**src/rtl/oaf_pkg.sv**
```systemverilog
package oaf_pkg;

  localparam int MODE_W = 4;

  typedef enum logic [MODE_W-1:0] {
    MD_IMPLIED  = 4'd0,
    MD_IMM      = 4'd1,
    MD_REGDIR   = 4'd2,
    MD_PCREL    = 4'd3,
    MD_DIRECT   = 4'd4,
    MD_INDIRECT = 4'd5,
    MD_PREDEC   = 4'd6,
    MD_POSTINC  = 4'd7,
    MD_INDEXED  = 4'd8
  } addrMode_e;

  typedef enum logic [1:0] {
    BASE_NONE   = 2'd0,
    BASE_REG    = 2'd1,
    BASE_PC     = 2'd2,
    BASE_DIRECT = 2'd3
  } baseSel_e;

  typedef struct packed {
    baseSel_e baseSel;
    logic     addDisp;
    logic     preDec;
    logic     postInc;
    logic     memAcc;
  } eaCtrl_t;

endpackage

```
**src/rtl/oaf_ctrl.sv**
```systemverilog
module oaf_ctrl
  import oaf_pkg::*;
(
  input  logic [MODE_W-1:0] mode,
  output eaCtrl_t           ctrl
);

  always_comb begin
    ctrl = '{baseSel: BASE_NONE, addDisp: 1'b0, preDec: 1'b0,
             postInc: 1'b0, memAcc: 1'b0};
    case (mode)
      MD_PCREL: begin
        ctrl.baseSel = BASE_PC;
        ctrl.addDisp = 1'b1;
        ctrl.memAcc  = 1'b1;
      end
      MD_DIRECT: begin
        ctrl.baseSel = BASE_DIRECT;
        ctrl.memAcc  = 1'b1;
      end
      MD_INDIRECT: begin
        ctrl.baseSel = BASE_REG;
        ctrl.memAcc  = 1'b1;
      end
      MD_PREDEC: begin
        ctrl.baseSel = BASE_REG;
        ctrl.preDec  = 1'b1;
        ctrl.memAcc  = 1'b1;
      end
      MD_POSTINC: begin
        ctrl.baseSel = BASE_REG;
        ctrl.postInc = 1'b1;
        ctrl.memAcc  = 1'b1;
      end
      MD_INDEXED: begin
        ctrl.baseSel = BASE_REG;
        ctrl.addDisp = 1'b1;
        ctrl.memAcc  = 1'b1;
      end
      default: ;
    endcase
  end

endmodule

```
**src/rtl/oaf_datapath.sv**
```systemverilog
module oaf_datapath
  import oaf_pkg::*;
#(
  parameter int DATA_W = 16,
  parameter int ADDR_W = DATA_W + 1
)(
  input  logic              clk,
  input  logic              rstN,
  input  logic              inValid,
  input  eaCtrl_t           ctrl,
  input  logic              isWord,
  input  logic [DATA_W-1:0] regVal,
  input  logic [DATA_W-1:0] pcVal,
  input  logic [DATA_W-1:0] dispWord,
  output logic              outValid,
  output logic [ADDR_W-1:0] outAddr,
  output logic              outMemAcc,
  output logic              outWbEn,
  output logic [DATA_W-1:0] outWbData,
  output logic              outFault,
  output logic [ADDR_W-1:0] outFetch
);

  localparam int EXT_W = ADDR_W - DATA_W;

  logic [DATA_W-1:0] stepVal;
  logic [DATA_W-1:0] regDec;
  logic [DATA_W-1:0] regInc;
  logic [DATA_W-1:0] regEff;
  logic [ADDR_W-1:0] fetchAddr;
  logic [ADDR_W-1:0] baseAddr;
  logic [ADDR_W-1:0] offsetAddr;
  logic [ADDR_W-1:0] effAddr;
  logic [DATA_W-1:0] wbNext;
  logic              faultNext;

  assign stepVal   = isWord ? DATA_W'(2) : DATA_W'(1);
  assign regDec    = regVal - stepVal;
  assign regInc    = regVal + stepVal;
  assign regEff    = ctrl.preDec ? regDec : regVal;
  assign fetchAddr = {pcVal, {EXT_W{1'b0}}};

  always_comb begin
    case (ctrl.baseSel)
      BASE_REG:    baseAddr = {{EXT_W{1'b0}}, regEff};
      BASE_PC:     baseAddr = fetchAddr;
      BASE_DIRECT: baseAddr = {{EXT_W{1'b0}}, dispWord};
      default:     baseAddr = '0;
    endcase
  end

  assign offsetAddr = ctrl.addDisp ? {{EXT_W{dispWord[DATA_W-1]}}, dispWord} : '0;
  assign effAddr    = baseAddr + offsetAddr;

  always_comb begin
    if (ctrl.preDec)       wbNext = regDec;
    else if (ctrl.postInc) wbNext = regInc;
    else                   wbNext = regVal;
  end

  assign faultNext = ctrl.memAcc & isWord & effAddr[0];

  always_ff @(posedge clk or negedge rstN) begin
    if (!rstN) begin
      outValid  <= 1'b0;
      outAddr   <= '0;
      outMemAcc <= 1'b0;
      outWbEn   <= 1'b0;
      outWbData <= '0;
      outFault  <= 1'b0;
      outFetch  <= '0;
    end else begin
      outValid <= inValid;
      if (inValid) begin
        outAddr   <= effAddr;
        outMemAcc <= ctrl.memAcc & ~faultNext;
        outWbEn   <= (ctrl.preDec | ctrl.postInc) & ~faultNext;
        outWbData <= wbNext;
        outFault  <= faultNext;
        outFetch  <= fetchAddr;
      end
    end
  end

  AST_FETCH_ALIGNED: assert property (@(posedge clk) disable iff (!rstN)
    inValid |=> outFetch == {$past(pcVal), {EXT_W{1'b0}}});

  AST_VALID_RISE: assert property (@(posedge clk) disable iff (!rstN)
    inValid |=> outValid);

  AST_VALID_DROP: assert property (@(posedge clk) disable iff (!rstN)
    !inValid |=> !outValid);

  AST_RESULT_HOLD: assert property (@(posedge clk) disable iff (!rstN)
    !inValid |=> $stable(outAddr) && $stable(outWbData));

  AST_PREDEC_ADDR_IS_WB: assert property (@(posedge clk) disable iff (!rstN)
    inValid && ctrl.preDec |=> outAddr[DATA_W-1:0] == outWbData);

  AST_POSTINC_ORIG_ADDR: assert property (@(posedge clk) disable iff (!rstN)
    inValid && ctrl.postInc |=> outAddr == {{EXT_W{1'b0}}, $past(regVal)});

  AST_FAULT_BLOCKS_SIDE: assert property (@(posedge clk) disable iff (!rstN)
    outValid && outFault |-> !outWbEn && !outMemAcc);

  AST_FAULT_ODD_ONLY: assert property (@(posedge clk) disable iff (!rstN)
    outValid && outFault |-> outAddr[0]);

  AST_NOMEM_NO_FAULT: assert property (@(posedge clk) disable iff (!rstN)
    inValid && !ctrl.memAcc |=> !outFault && !outMemAcc && !outWbEn);

endmodule

```
**src/rtl/operand_addr_former.sv**
```systemverilog
module operand_addr_former
  import oaf_pkg::*;
#(
  parameter int DATA_W = 16
)(
  input  logic                  clk,
  input  logic                  rstN,
  input  logic                  inValid,
  input  logic [MODE_W-1:0]     mode,
  input  logic                  isWord,
  input  logic [DATA_W-1:0]     regVal,
  input  logic [DATA_W-1:0]     pcVal,
  input  logic [DATA_W-1:0]     dispWord,
  output logic                  outValid,
  output logic [DATA_W:0]       outAddr,
  output logic                  outMemAcc,
  output logic                  outWbEn,
  output logic [DATA_W-1:0]     outWbData,
  output logic                  outFault,
  output logic [DATA_W:0]       outFetch
);

  localparam int ADDR_W = DATA_W + 1;

  eaCtrl_t ctrl;

  oaf_ctrl uCtrl (
    .mode (mode),
    .ctrl (ctrl)
  );

  oaf_datapath #(
    .DATA_W (DATA_W),
    .ADDR_W (ADDR_W)
  ) uDatapath (
    .clk       (clk),
    .rstN      (rstN),
    .inValid   (inValid),
    .ctrl      (ctrl),
    .isWord    (isWord),
    .regVal    (regVal),
    .pcVal     (pcVal),
    .dispWord  (dispWord),
    .outValid  (outValid),
    .outAddr   (outAddr),
    .outMemAcc (outMemAcc),
    .outWbEn   (outWbEn),
    .outWbData (outWbData),
    .outFault  (outFault),
    .outFetch  (outFetch)
  );

endmodule

```
**config.mk**
```make
export PLATFORM = sky130hd
export DESIGN_NAME = operand_addr_former
export DESIGN_NICKNAME = d
export VERILOG_FILES = /design/src/rtl/oaf_pkg.sv /design/src/rtl/oaf_ctrl.sv /design/src/rtl/oaf_datapath.sv /design/src/rtl/operand_addr_former.sv
export SDC_FILE = /design/constraint.sdc
export NUM_CORES = 1
export LEC_CHECK = 0
export ABC_AREA = 0
export BUFFER_PORTS_ARGS = -buffer_cell sky130_fd_sc_hd__buf_2
export CAP_MARGIN = 20
export CORE_ASPECT_RATIO = 1.1
export CORE_UTILIZATION = 51
export DETAILED_ROUTE_END_ITERATION = 10
export PLACE_DENSITY_LB_ADDON = 0.15
export SYNTH_ARGS = -nofsm -noshare
export SYNTH_HDL_FRONTEND = slang
export SYNTH_HIERARCHICAL = 1
export SYNTH_SLANG_ARGS = --single-unit
```
**constraint.sdc**
```tcl
create_clock -name clk -period 1.05 [get_ports clk]
set_clock_uncertainty 0.05 [all_clocks]
set_input_delay 0.105 -clock clk [delete_from_list [all_inputs] [get_ports clk]]
set_output_delay 0.105 -clock clk [all_outputs]
set_load 0.02 [all_outputs]
```
==> results of run 1 <==
## synthesized netlist by cell type, types with 2 or more instances
cell	n	area, um^2
dfrtp_1	53	1330
mux2_2	43	484
nand2_1	33	124
nor2_1	31	116
xnor2_1	27	236
o21ai_0	26	130
a21oi_1	25	125
ha_1	20	250
and2_1	18	113
clkbuf_1	15	56.3
xor2_1	13	114
inv_1	11	41.3
a22o_1	9	78.8
a31oi_1	8	50.1
a22oi_1	7	52.6
a211oi_1	6	45.0
nand2b_1	6	37.5
a21o_1	5	37.5
buf_1	5	18.8
nand3b_1	5	37.5
nor3_1	5	25.0
o211ai_1	5	37.5
o21ai_1	5	25.0
and3_1	4	25.0
nand4_1	4	25.0
nor2b_1	4	25.0
o31ai_1	4	30.0
fa_1	3	60.1
nand3_1	3	15.0
nor3_2	2	20.0
nor3b_1	2	15.0
nor4_4	2	42.5
o2bb2ai_1	2	17.5
or3b_1	2	17.5
or4_4	2	22.5
## path summary, 6_finish.rpt
| path | startpoint | endpoint | slack (ns) | cells past startpoint |
|---|---|---|---|---|
| setup / recovery | mode[3] | uDatapath/outAddr[15] | -2.33 | 18 |
| hold / removal | pcVal[12] | uDatapath/outFetch[13] | 0.004 | 2 |
| setup reg to reg | uDatapath/outAddr[0] | uDatapath/outAddr[0] | 0.03 | 2 |
| hold reg to reg | uDatapath/outAddr[10] | uDatapath/outAddr[10] | 0.45 | 1 |
| max in group asynchronous | rstN | uDatapath/outFetch[8] | 0.43 | 3 |
| min in group asynchronous | rstN | uDatapath/outAddr[1] | 0.27 | 3 |
## per-layer routing
layer  GRT usage  part of all wire  vias up  routed length, um
met5           0                 0        -                  0
met1       0.420              0.33     2502               7030
met2       0.673              0.47      574               9970
li1            -                 -     2080                  -
met4       0.178              0.10        0               2210
met3      0.0609              0.10      252               2130
## sequential cells by signal (all words and copies together) (netlist names)
name,count
uDatapath/outWbData,16
uDatapath/outAddr,17
uDatapath/outFetch,16
uDatapath/outFault,1
uDatapath/outMemAcc,1
uDatapath/outValid,1
uDatapath/outWbEn,1
## layout make-up
class,instances,share of cell area
Multi-Input combinational cell,350,0.492
Timing Repair Buffer,269,0.285
Sequential cell,53,0.185
Tap cell,105,0.0184
Clock buffer,6,0.0115
Inverter,12,0.00682
Clock inverter,1,0.00105
Antenna cell,1,0.000350
## per-stage QoR
stage | instance area, um^2 | cells | power (W) | utilization
6_report | 7160 | 797 | 0.00658 | 0.942
5_1_grt | 7160 | 797 | 0.00673 | 0.942
3_5_place_dp | 5800 | 742 | 0.00447 | 0.764
4_1_cts | 6580 | 781 | 0.00593 | 0.866
2_1_floorplan | 4380 | 438 | 0.00358 | -
3_3_place_gp | 5800 | 742 | 0.00440 | 0.764
## what timing repair did
| item | 4_1_cts | 5_1_grt |
|---|---|---|
| setup endpoints to repair | 35 | 50 |
| buffers inserted | 26 | 28 |
| gates resized for setup | 99 | 103 |
| hold buffers | 7 | 0 |
| hold endpoints to repair | 59 | 0 |
| pin swaps | 37 | 38 |
## power breakdown
part	switching (W)	internal, W	leakage, nW
logic	0.00152	0.00132	2.60
registers	0.000173	0.00227	0.646
clock network	0.000770	0.000526	0.0433
## cell usage in the layout (no fill, tap or decap), drive strengths merged, types with 13 or more instances in the layout
cell type / count
a21oi: 25
and2: 18
buf: 262
dfrtp: 53
ha: 20
mux2: 43
nand2: 34
nor2: 31
o21ai: 32
xnor2: 27
xor2: 13
## cell families after synthesis
group	share of synthesized area
mux	0.119
simple gates	0.181
fa+ha+maj	0.0761
compound gates	0.177
other cells	0.000920
xor+xnor	0.0860
buf+inv	0.0353
flops	0.325
==> qor.csv, run 1 <==
metric,value,unit
fillcell total,227,
Final Hold Violating Endpoints,0,
worst vdd ir,0.847,mV
initial antenna violation count,1,
Max-Cap Viols,0,
layout cells sized above 1,0.637,
syn_area_per_cell,9.30,um^2
die area,8350,um^2
DP Wirelength,9170,um
Vias,5408,
Worst-Skew Late Latency,0.31,ns
Ys Warns,6,
Final min period,3.38,ns
global-route wire length before repair,23600,um
"critical path, cell by cell",buf_6 -> nand2b_4 -> nor3b_4 -> buf_4 -> buf_6 -> nand4b_1 -> buf_6 -> nor2_1 -> xnor2_1 -> o21ai_0 -> a22o_1 -> ha_2 -> nor2_1 -> a211oi_2 -> o21ai_1 -> o31ai_2 -> xor2_1 -> mux2_4,
"Arr. time, crit path",3.53,ns
Root Driver,clkbuf_8,
power per cell area,919,nW/um^2
CP Max Fanout,6,
failing checks,negative setup slack,
Yosys cell types,58,
Core Area,7600,um^2
Post-synth EDFFs,0,
Mapped Area,4080,um^2
top-level port count,110,
P&R area growth vs syn,75.6,%
Inserted Clock Buffers,5,
Routed Antenna Nets,0,
multi-input logic area,3520,um^2
Crit-path slowest cell,ha_2,
largest net degree at the start of global routing,54,
die height,95.8,um
register area,1330,um^2
die width,87.2,um
vias per cell,6.79,
CTS tree,done,
Max stage delay on crit path,0.34,ns
Pins Over Slew Limit,0,
worst hold slack,0.00363,ns
Startpoint Class,primary input,
endpoints failing setup,42,
status,"complete, but fails checks",
dominant synthesized flop cell,dfrtp_1,
initial DRC count,528,
Mapped Nets,517,
Final Wtd Congestion,0.849,
fin worst setup slack,-2.33,ns
number of nets in the layout,770,
Worst Setup End Kind,flop,
CTS max path bufs,2,
CP Class,primary input to flop,
FP Rows,33,
pre-CTS setup slack,-2.35,ns
Hold Crit Class,primary input to flop,
Synth async-reset ratio,1.00,
"Seq/Total Area, Yosys",0.325,
DRT Wirelength,21300,um
DRC,0,
global route total overflow,0,
RSZ-0062 raised after global routing,true,
Max Fclk,0.296,GHz
total negative slack,-47.83,ns
leakage power,3.29,nW
CP required,1.20,ns
drt first pass iters,5,
IO Port Bufs,108,
Clock transition at path regs,0.11,ns
CTS Sinks,53,
Initial Util,0.536,
Synth Register Bits,53,
Wirelength per Cell,26.8,um
total track usage,0.369,
vias in the first global route,4792,
Tcrit/Tclk final,3.22,
"Buf+Inv Stages, Crit Path",4,
H-tree Lvls,2,
CP top delay family,simple AND/OR/NAND/NOR gates,
synthesized instance count,438,
"most used cell, CP",buf_6,
Power figures use the tool's default switching activity.
==> run 2, diff against run 1 <==
--- a/config.mk
+++ b/config.mk
@@ -12,6 +12,7 @@
 export CORE_UTILIZATION = 51
 export DETAILED_ROUTE_END_ITERATION = 10
 export PLACE_DENSITY_LB_ADDON = 0.15
+export SETUP_SLACK_MARGIN = 0.5
 export SYNTH_ARGS = -nofsm -noshare
 export SYNTH_HDL_FRONTEND = slang
 export SYNTH_HIERARCHICAL = 1
==> qor.csv, run 2 <==
metric,value,unit
Synth area leaders,"dfrtp_1 33%, mux2_2 12%, ha_1 6.1%, xnor2_1 5.8%, o21ai_0 3.2%",
die width,87.2,um
Initial Util,0.536,
post-synthesis xor/xnor area fraction,0.0860,
FP Rows,33,
status,did not finish,
most frequent cell after synthesis,dfrtp_1,
Ys Warns,6,
"Seq/Total Area, Yosys",0.325,
compound-cell area share of the yosys netlist,0.177,
dominant synthesized flop cell,dfrtp_1,
Post-synth top cells,"53 x dfrtp_1, 43 x mux2_2, 33 x nand2_1",
DP Wirelength,9270,um
largest family of logic cells by synthesized area,simple AND/OR/NAND/NOR gates,
Yosys top cell area share,0.325,
largest net degree at the start of global routing,54,
syn_area_per_cell,9.30,um^2
Mapped Nets,517,
IO Port Bufs,108,
H-tree Lvls,2,
CTS Sinks,53,
Synth Area in Simple Gates,0.181,
"area leader, netlist",dfrtp_1,
Synth async-reset ratio,1.00,
adder-cell share of the synthesized area,0.0761,
synthesized instance count,438,
Yosys cell types,58,
placed cell area,5840,um^2
post-synthesis mux area share,0.119,
Post-synth EDFFs,0,
error msg,"[ERROR DPL-0038] Utilization greater than 100%, impossible to legalize",
die height,95.8,um
Final Wtd Congestion,0.883,
Inserted Clock Buffers,5,
Mapped Area,4080,um^2
top-level port count,110,
Synth Register Bits,53,
pre-CTS setup slack,-2.36,ns
worst endpoint from the post-global-route timing repair,uDatapath/outAddr[15]$_DFFE_PN0P_/D,
Root Driver,clkbuf_8,
Last stage,global routing,
CTS max path bufs,2,
worst ep type,register input,
## run 2: repair_timing
action | 4_1_cts
setup buffers | 28
endpoints found under the setup margin | 105
pin swaps | 39
resized for setup | 228
endpoints found under the hold margin | 61
## run 2: through the flow
step / TNS [ns] / util / cells
floorplan: -42.11 / - / 438
global placement: -50.62 / 0.769 / 739
detailed placement: -53.17 / 0.769 / 739
CTS: -38.57 / 0.932 / 775
## run 2: kinds of logic after synthesis
group / Yosys count
multiplexers: 43
flip-flops: 53
buffers and inverters: 35
other: 1
AND/OR/NAND/NOR: 131
AO/OA/AOI/OAI: 112
XOR/XNOR: 40
adder cells (fa/ha/maj): 23
==> run 3, diff against run 2 <==
--- a/config.mk
+++ b/config.mk
@@ -8,11 +8,9 @@
 export ABC_AREA = 0
 export BUFFER_PORTS_ARGS = -buffer_cell sky130_fd_sc_hd__buf_2
 export CAP_MARGIN = 20
-export CORE_ASPECT_RATIO = 1.1
-export CORE_UTILIZATION = 51
+export CORE_UTILIZATION = 36
 export DETAILED_ROUTE_END_ITERATION = 10
 export PLACE_DENSITY_LB_ADDON = 0.15
-export SETUP_SLACK_MARGIN = 0.5
 export SYNTH_ARGS = -nofsm -noshare
 export SYNTH_HDL_FRONTEND = slang
 export SYNTH_HIERARCHICAL = 1
==> qor.csv, run 3 (same netlist as run 1, synthesis figures left out) <==
metric,value,unit
total negative slack,-39.66,ns
Final Wtd Congestion,0.906,
Startpoint Class,primary input,
die height,108,um
Initial Util,0.373,
initial DRC count,149,
P&R area growth vs syn,72.2,%
Top Registers,"uDatapath/outAddr x17, uDatapath/outFetch x16, uDatapath/outWbData x16",
DRT Wirelength,13300,um
RSZ-0062 raised after global routing,true,
Worst-Skew Late Latency,0.31,ns
worst hold slack,0.0101,ns
Core Area,10900,um^2
pre-CTS setup slack,-2.39,ns
top-level port count,110,
die area,11700,um^2
Hold Crit Class,primary input to flop,
Max-Cap Viols,0,
Final min period,3.00,ns
CP Max Fanout,5,
CTS Sinks,53,
placed cell area,5790,um^2
Net Switching,0.00220,W
Wirelength per Cell,16.4,um
Placed Cells incl. Taps,770,
vias per cell,5.12,
DP Wirelength,9280,um
largest net degree at the start of global routing,54,
Root Driver,clkbuf_16,
Largest register FFs,17,
combinational power share,0.376,
die width,108,um
initial antenna violation count,0,
CP Class,primary input to flop,
DRC,0,
CTS tree,done,
drt first pass iters,4,
Internal,0.00435,W
Clock transition at path regs,0.07,ns
global route total overflow,0,
endpoints failing setup,35,
Sequential Power Share,0.365,
Tcrit/Tclk final,2.86,
"most common cell after layout, fill and taps aside",buf_2,
IO Port Bufs,108,
"most used cell, CP",ha_4,
most frequent cells in the layout,"103 x buf_2, 102 x buf_4, 53 x dfrtp_1",
global-route wire length before repair,20700,um
"non-filler cells, final",814,
FP Rows,38,
Routed Antenna Nets,0,
number of nets in the layout,752,
power per cell area,933,nW/um^2
Crit-path slowest cell,or4_4,
Sw Ratio,0.336,
cell area after layout,7020,um^2
leakage power,3.20,nW
total track usage,0.229,
Vias,4168,
CP top delay family,simple AND/OR/NAND/NOR gates,
"critical path, cell by cell",buf_8 -> clkinvlp_4 -> ha_4 -> fa_2 -> nand2_2 -> or4_4 -> nor4_4 -> xnor2_1 -> o21ai_1 -> a22o_1 -> ha_4 -> nand2_1 -> nor2_2 -> nand3_1 -> o31ai_2 -> xor2_1 -> mux2_4,
ANT cells,0,
Clock power frac,0.260,
H-tree Lvls,2,
vias in the first global route,4298,
fin worst setup slack,-1.95,ns
largest reg by FF count,uDatapath/outAddr,
failing checks,negative setup slack,
worst vdd ir,0.630,mV
Inserted Clock Buffers,5,
status,"complete, but fails checks",
Final Hold Violating Endpoints,0,
CP required,1.19,ns
"Buf+Inv Stages, Crit Path",2,
Worst Setup End Kind,flop,
CTS max path bufs,2,
Max Fclk,0.333,GHz
layout cells sized above 1,0.632,
Max stage delay on crit path,0.50,ns
"Arr. time, crit path",3.14,ns
Pins Over Slew Limit,0,
## run 3: routing by layer
layer	GRT usage	vias to the layer above	share of wire
li1	-	2041	-
met1	0.292	2027	0.45
met2	0.390	86	0.50
met3	0.0428	14	0.036
met4	0.0743	0	0.017
met5	0	-	0
## run 3: per-stage QoR
step            util  power [W]
2_1_floorplan      -    0.00358
3_3_place_gp   0.530    0.00441
3_5_place_dp   0.530    0.00444
4_1_cts        0.604    0.00640
5_1_grt        0.642    0.00690
6_report       0.642    0.00655
## run 3: timing repair
item                                    CTS  global route
setup buffers                            22            20
endpoints found under the setup margin   35            38
resized for setup                       100            75
endpoints found under the hold margin    59             0
hold buffers                              7             0
pin swaps                                44            45
cloned                                    0             0
## run 3: worst paths after layout
check                                      start                endpoint  slack, ns  cells past startpoint
setup / recovery                          isWord   uDatapath/outAddr[13]      -1.95                     17
max in group asynchronous                   rstN  uDatapath/outFetch[11]       0.42                      3
min in group asynchronous                   rstN    uDatapath/outAddr[1]       0.28                      3
hold reg to reg             uDatapath/outAddr[1]    uDatapath/outAddr[1]       0.44                      2
hold / removal                          pcVal[2]   uDatapath/outFetch[3]       0.01                      2
setup reg to reg           uDatapath/outAddr[12]   uDatapath/outAddr[12]       0.14                      2
## run 3: layout make-up
class                   count  area [um^2]
fillers                   894         3920
multi-input cells         350         3480
repair buffers            251         1840
flip-flops and latches     53         1330
well taps                 140          175
clock buffers               5          125
inverters                  12         48.8
clock inverters             3         17.5
## run 3: power by group through the flow
stage | combinational, W | clock (W) | sequential, W
final | 0.00246 | 0.00170 | 0.00239
after global routing | 0.00264 | 0.00184 | 0.00242
after CTS | 0.00225 | 0.00177 | 0.00238
after detailed placement | 0.00202 | 0 | 0.00242
after global placement | 0.00199 | 0 | 0.00241
after floorplan | 0.000872 | 0 | 0.00271
==> run 4, diff against run 3 <==
--- a/config.mk
+++ b/config.mk
@@ -8,6 +8,7 @@
 export ABC_AREA = 0
 export BUFFER_PORTS_ARGS = -buffer_cell sky130_fd_sc_hd__buf_2
 export CAP_MARGIN = 20
+export CORE_MARGIN = 10
 export CORE_UTILIZATION = 36
 export DETAILED_ROUTE_END_ITERATION = 10
 export PLACE_DENSITY_LB_ADDON = 0.15
==> qor.csv, run 4 (same netlist as run 1, synthesis figures left out) <==
metric,value,unit
status,"complete, but fails checks",
failing checks,negative setup slack,
Final min period,2.99,ns
largest net degree at the start of global routing,54,
Hold Crit Class,primary input to flop,
CP Class,primary input to flop,
Max-Cap Viols,0,
"Arr. time, crit path",3.13,ns
Wirelength per Cell,17.6,um
Final Wtd Congestion,0.897,
CTS Sinks,53,
global route total overflow,0,
"most common cell after layout, fill and taps aside",buf_4,
total track usage,0.166,
DP Wirelength,10400,um
die width,126,um
CP required,1.19,ns
Root Driver,clkbuf_16,
Top Registers,"uDatapath/outAddr x17, uDatapath/outFetch x16, uDatapath/outWbData x16",
RSZ-0062 raised after global routing,true,
Largest register FFs,17,
Vias,4172,
layout cells sized above 1,0.626,
initial antenna violation count,1,
total negative slack,-40.44,ns
drt first pass iters,4,
Worst Setup End Kind,flop,
Startpoint Class,primary input,
Max stage delay on crit path,0.36,ns
CP Max Fanout,6,
Sw Ratio,0.318,
P&R area growth vs syn,72.8,%
Tcrit/Tclk final,2.84,
R2R Path Start,uDatapath/outAddr[12],
worst vdd ir,0.700,mV
Worst-Skew Late Latency,0.30,ns
IO Port Bufs,108,
R2R setup slack,0.14,ns
global-route wire length before repair,22100,um
Crit-path slowest cell,ha_2,
Max Fclk,0.335,GHz
power per cell area,967,nW/um^2
largest reg by FF count,uDatapath/outAddr,
Sequential Power Share,0.349,
DRT Wirelength,14300,um
vias in the first global route,4403,
Initial Util,0.371,
Hold Path Sink,uDatapath/outFetch[11],
H-tree Lvls,2,
vias per cell,5.12,
die height,126,um
Final Hold Violating Endpoints,0,
Internal,0.00465,W
most frequent cells in the layout,"105 x buf_4, 103 x buf_2, 53 x dfrtp_1",
DRC,0,
FP Rows,38,
R2R depth,2,
initial DRC count,143,
Hold Path Origin,pcVal[10],
fin worst setup slack,-1.94,ns
number of nets in the layout,752,
Core Area,11000,um^2
Tot Pwr,0.00681,W
top-level port count,110,
Inserted Clock Buffers,5,
Clock power frac,0.291,
r2r endpoint,uDatapath/outAddr[12],
"critical path, cell by cell",buf_8 -> clkinvlp_4 -> ha_4 -> nor2b_1 -> nand4b_1 -> buf_6 -> nor2_2 -> xnor2_1 -> o21ai_0 -> a22o_1 -> ha_2 -> nor2_1 -> a211oi_4 -> o21ai_1 -> o31ai_1 -> xor2_1 -> mux2_2,
combinational power share,0.360,
Pins Over Slew Limit,0,
hold-critical path depth,2,
endpoints failing setup,36,
Net Switching,0.00216,W
Routed Antenna Nets,0,
CTS max path bufs,2,
die area,16000,um^2
leakage power,3.20,nW
Clock transition at path regs,0.07,ns
CTS tree,done,
run 4: through the flow:
step | hold WS (ns) | instance area, um^2 | setup WS [ns] | utilization | cells
finish | 0.00840 | 7040 | -1.94 | 0.641 | 815
CTS | 0.000909 | 6560 | -1.87 | 0.597 | 801
detailed placement | 0.0804 | 5810 | -2.33 | 0.529 | 772
global placement | 0.0744 | 5810 | -2.24 | 0.529 | 772
global route | 0.00923 | 7040 | -2.09 | 0.641 | 815
floorplan | -0.241 | 4380 | -2.07 | - | 438
run 4: power by group through the flow:
stage / logic [W] / clock network [W] / registers [W]
after floorplan: 0.000872 / 0 / 0.00271
after global routing: 0.00264 / 0.00213 / 0.00241
after detailed placement: 0.00207 / 0 / 0.00242
after CTS: 0.00228 / 0.00206 / 0.00238
after global placement: 0.00204 / 0 / 0.00241
final: 0.00246 / 0.00198 / 0.00238
run 4: routing by layer:
metal | vias to the layer above | global-route usage | share of wire
li1 | 2049 | - | -
met1 | 2034 | 0.194 | 0.41
met2 | 77 | 0.295 | 0.52
met3 | 12 | 0.0487 | 0.056
met4 | 0 | 0.0355 | 0.0098
met5 | - | 0 | 0
run 4: critical path: cells and delay by family:
family	cells	cell delay, ns
buffers and inverters	3	0.39
multiplexers	1	0.27
AND/OR/NAND/NOR	4	0.81
AO/OA/AOI/OAI	5	0.64
adder cells (fa/ha/maj)	2	0.61
XOR/XNOR	2	0.29
run 4: timing repair:
| action | in CTS | in global routing |
|---|---|---|
| buffers inserted | 17 | 18 |
| resized for setup | 86 | 86 |
| pin swaps | 38 | 54 |
| hold endpoints to repair | 58 | 0 |
| hold buffers | 6 | 0 |
| setup endpoints to repair | 35 | 38 |
run 4: worst max-delay path by stage:
stage	startpoint	end	slack, ns	cells past startpoint
after floorplan	mode[3]	uDatapath/outAddr[13]	-2.07	16
after detailed placement	isWord	uDatapath/outAddr[13]	-2.33	17
after global routing	isWord	uDatapath/outAddr[15]	-2.09	17
final	isWord	uDatapath/outAddr[15]	-1.94	17
after global placement	isWord	uDatapath/outAddr[13]	-2.24	17
after CTS	isWord	uDatapath/outAddr[15]	-1.87	17
run 4: area by class of cell:
type                    instances  area [um^2]
repair buffers                251         1830
well taps                     140          175
fillers                       875         3940
clock inverters                 1         30.0
clock buffers                   7          143
diodes                          1         2.50
inverters                      12         48.8
multi-input cells             350         3490
flip-flops and latches         53         1330
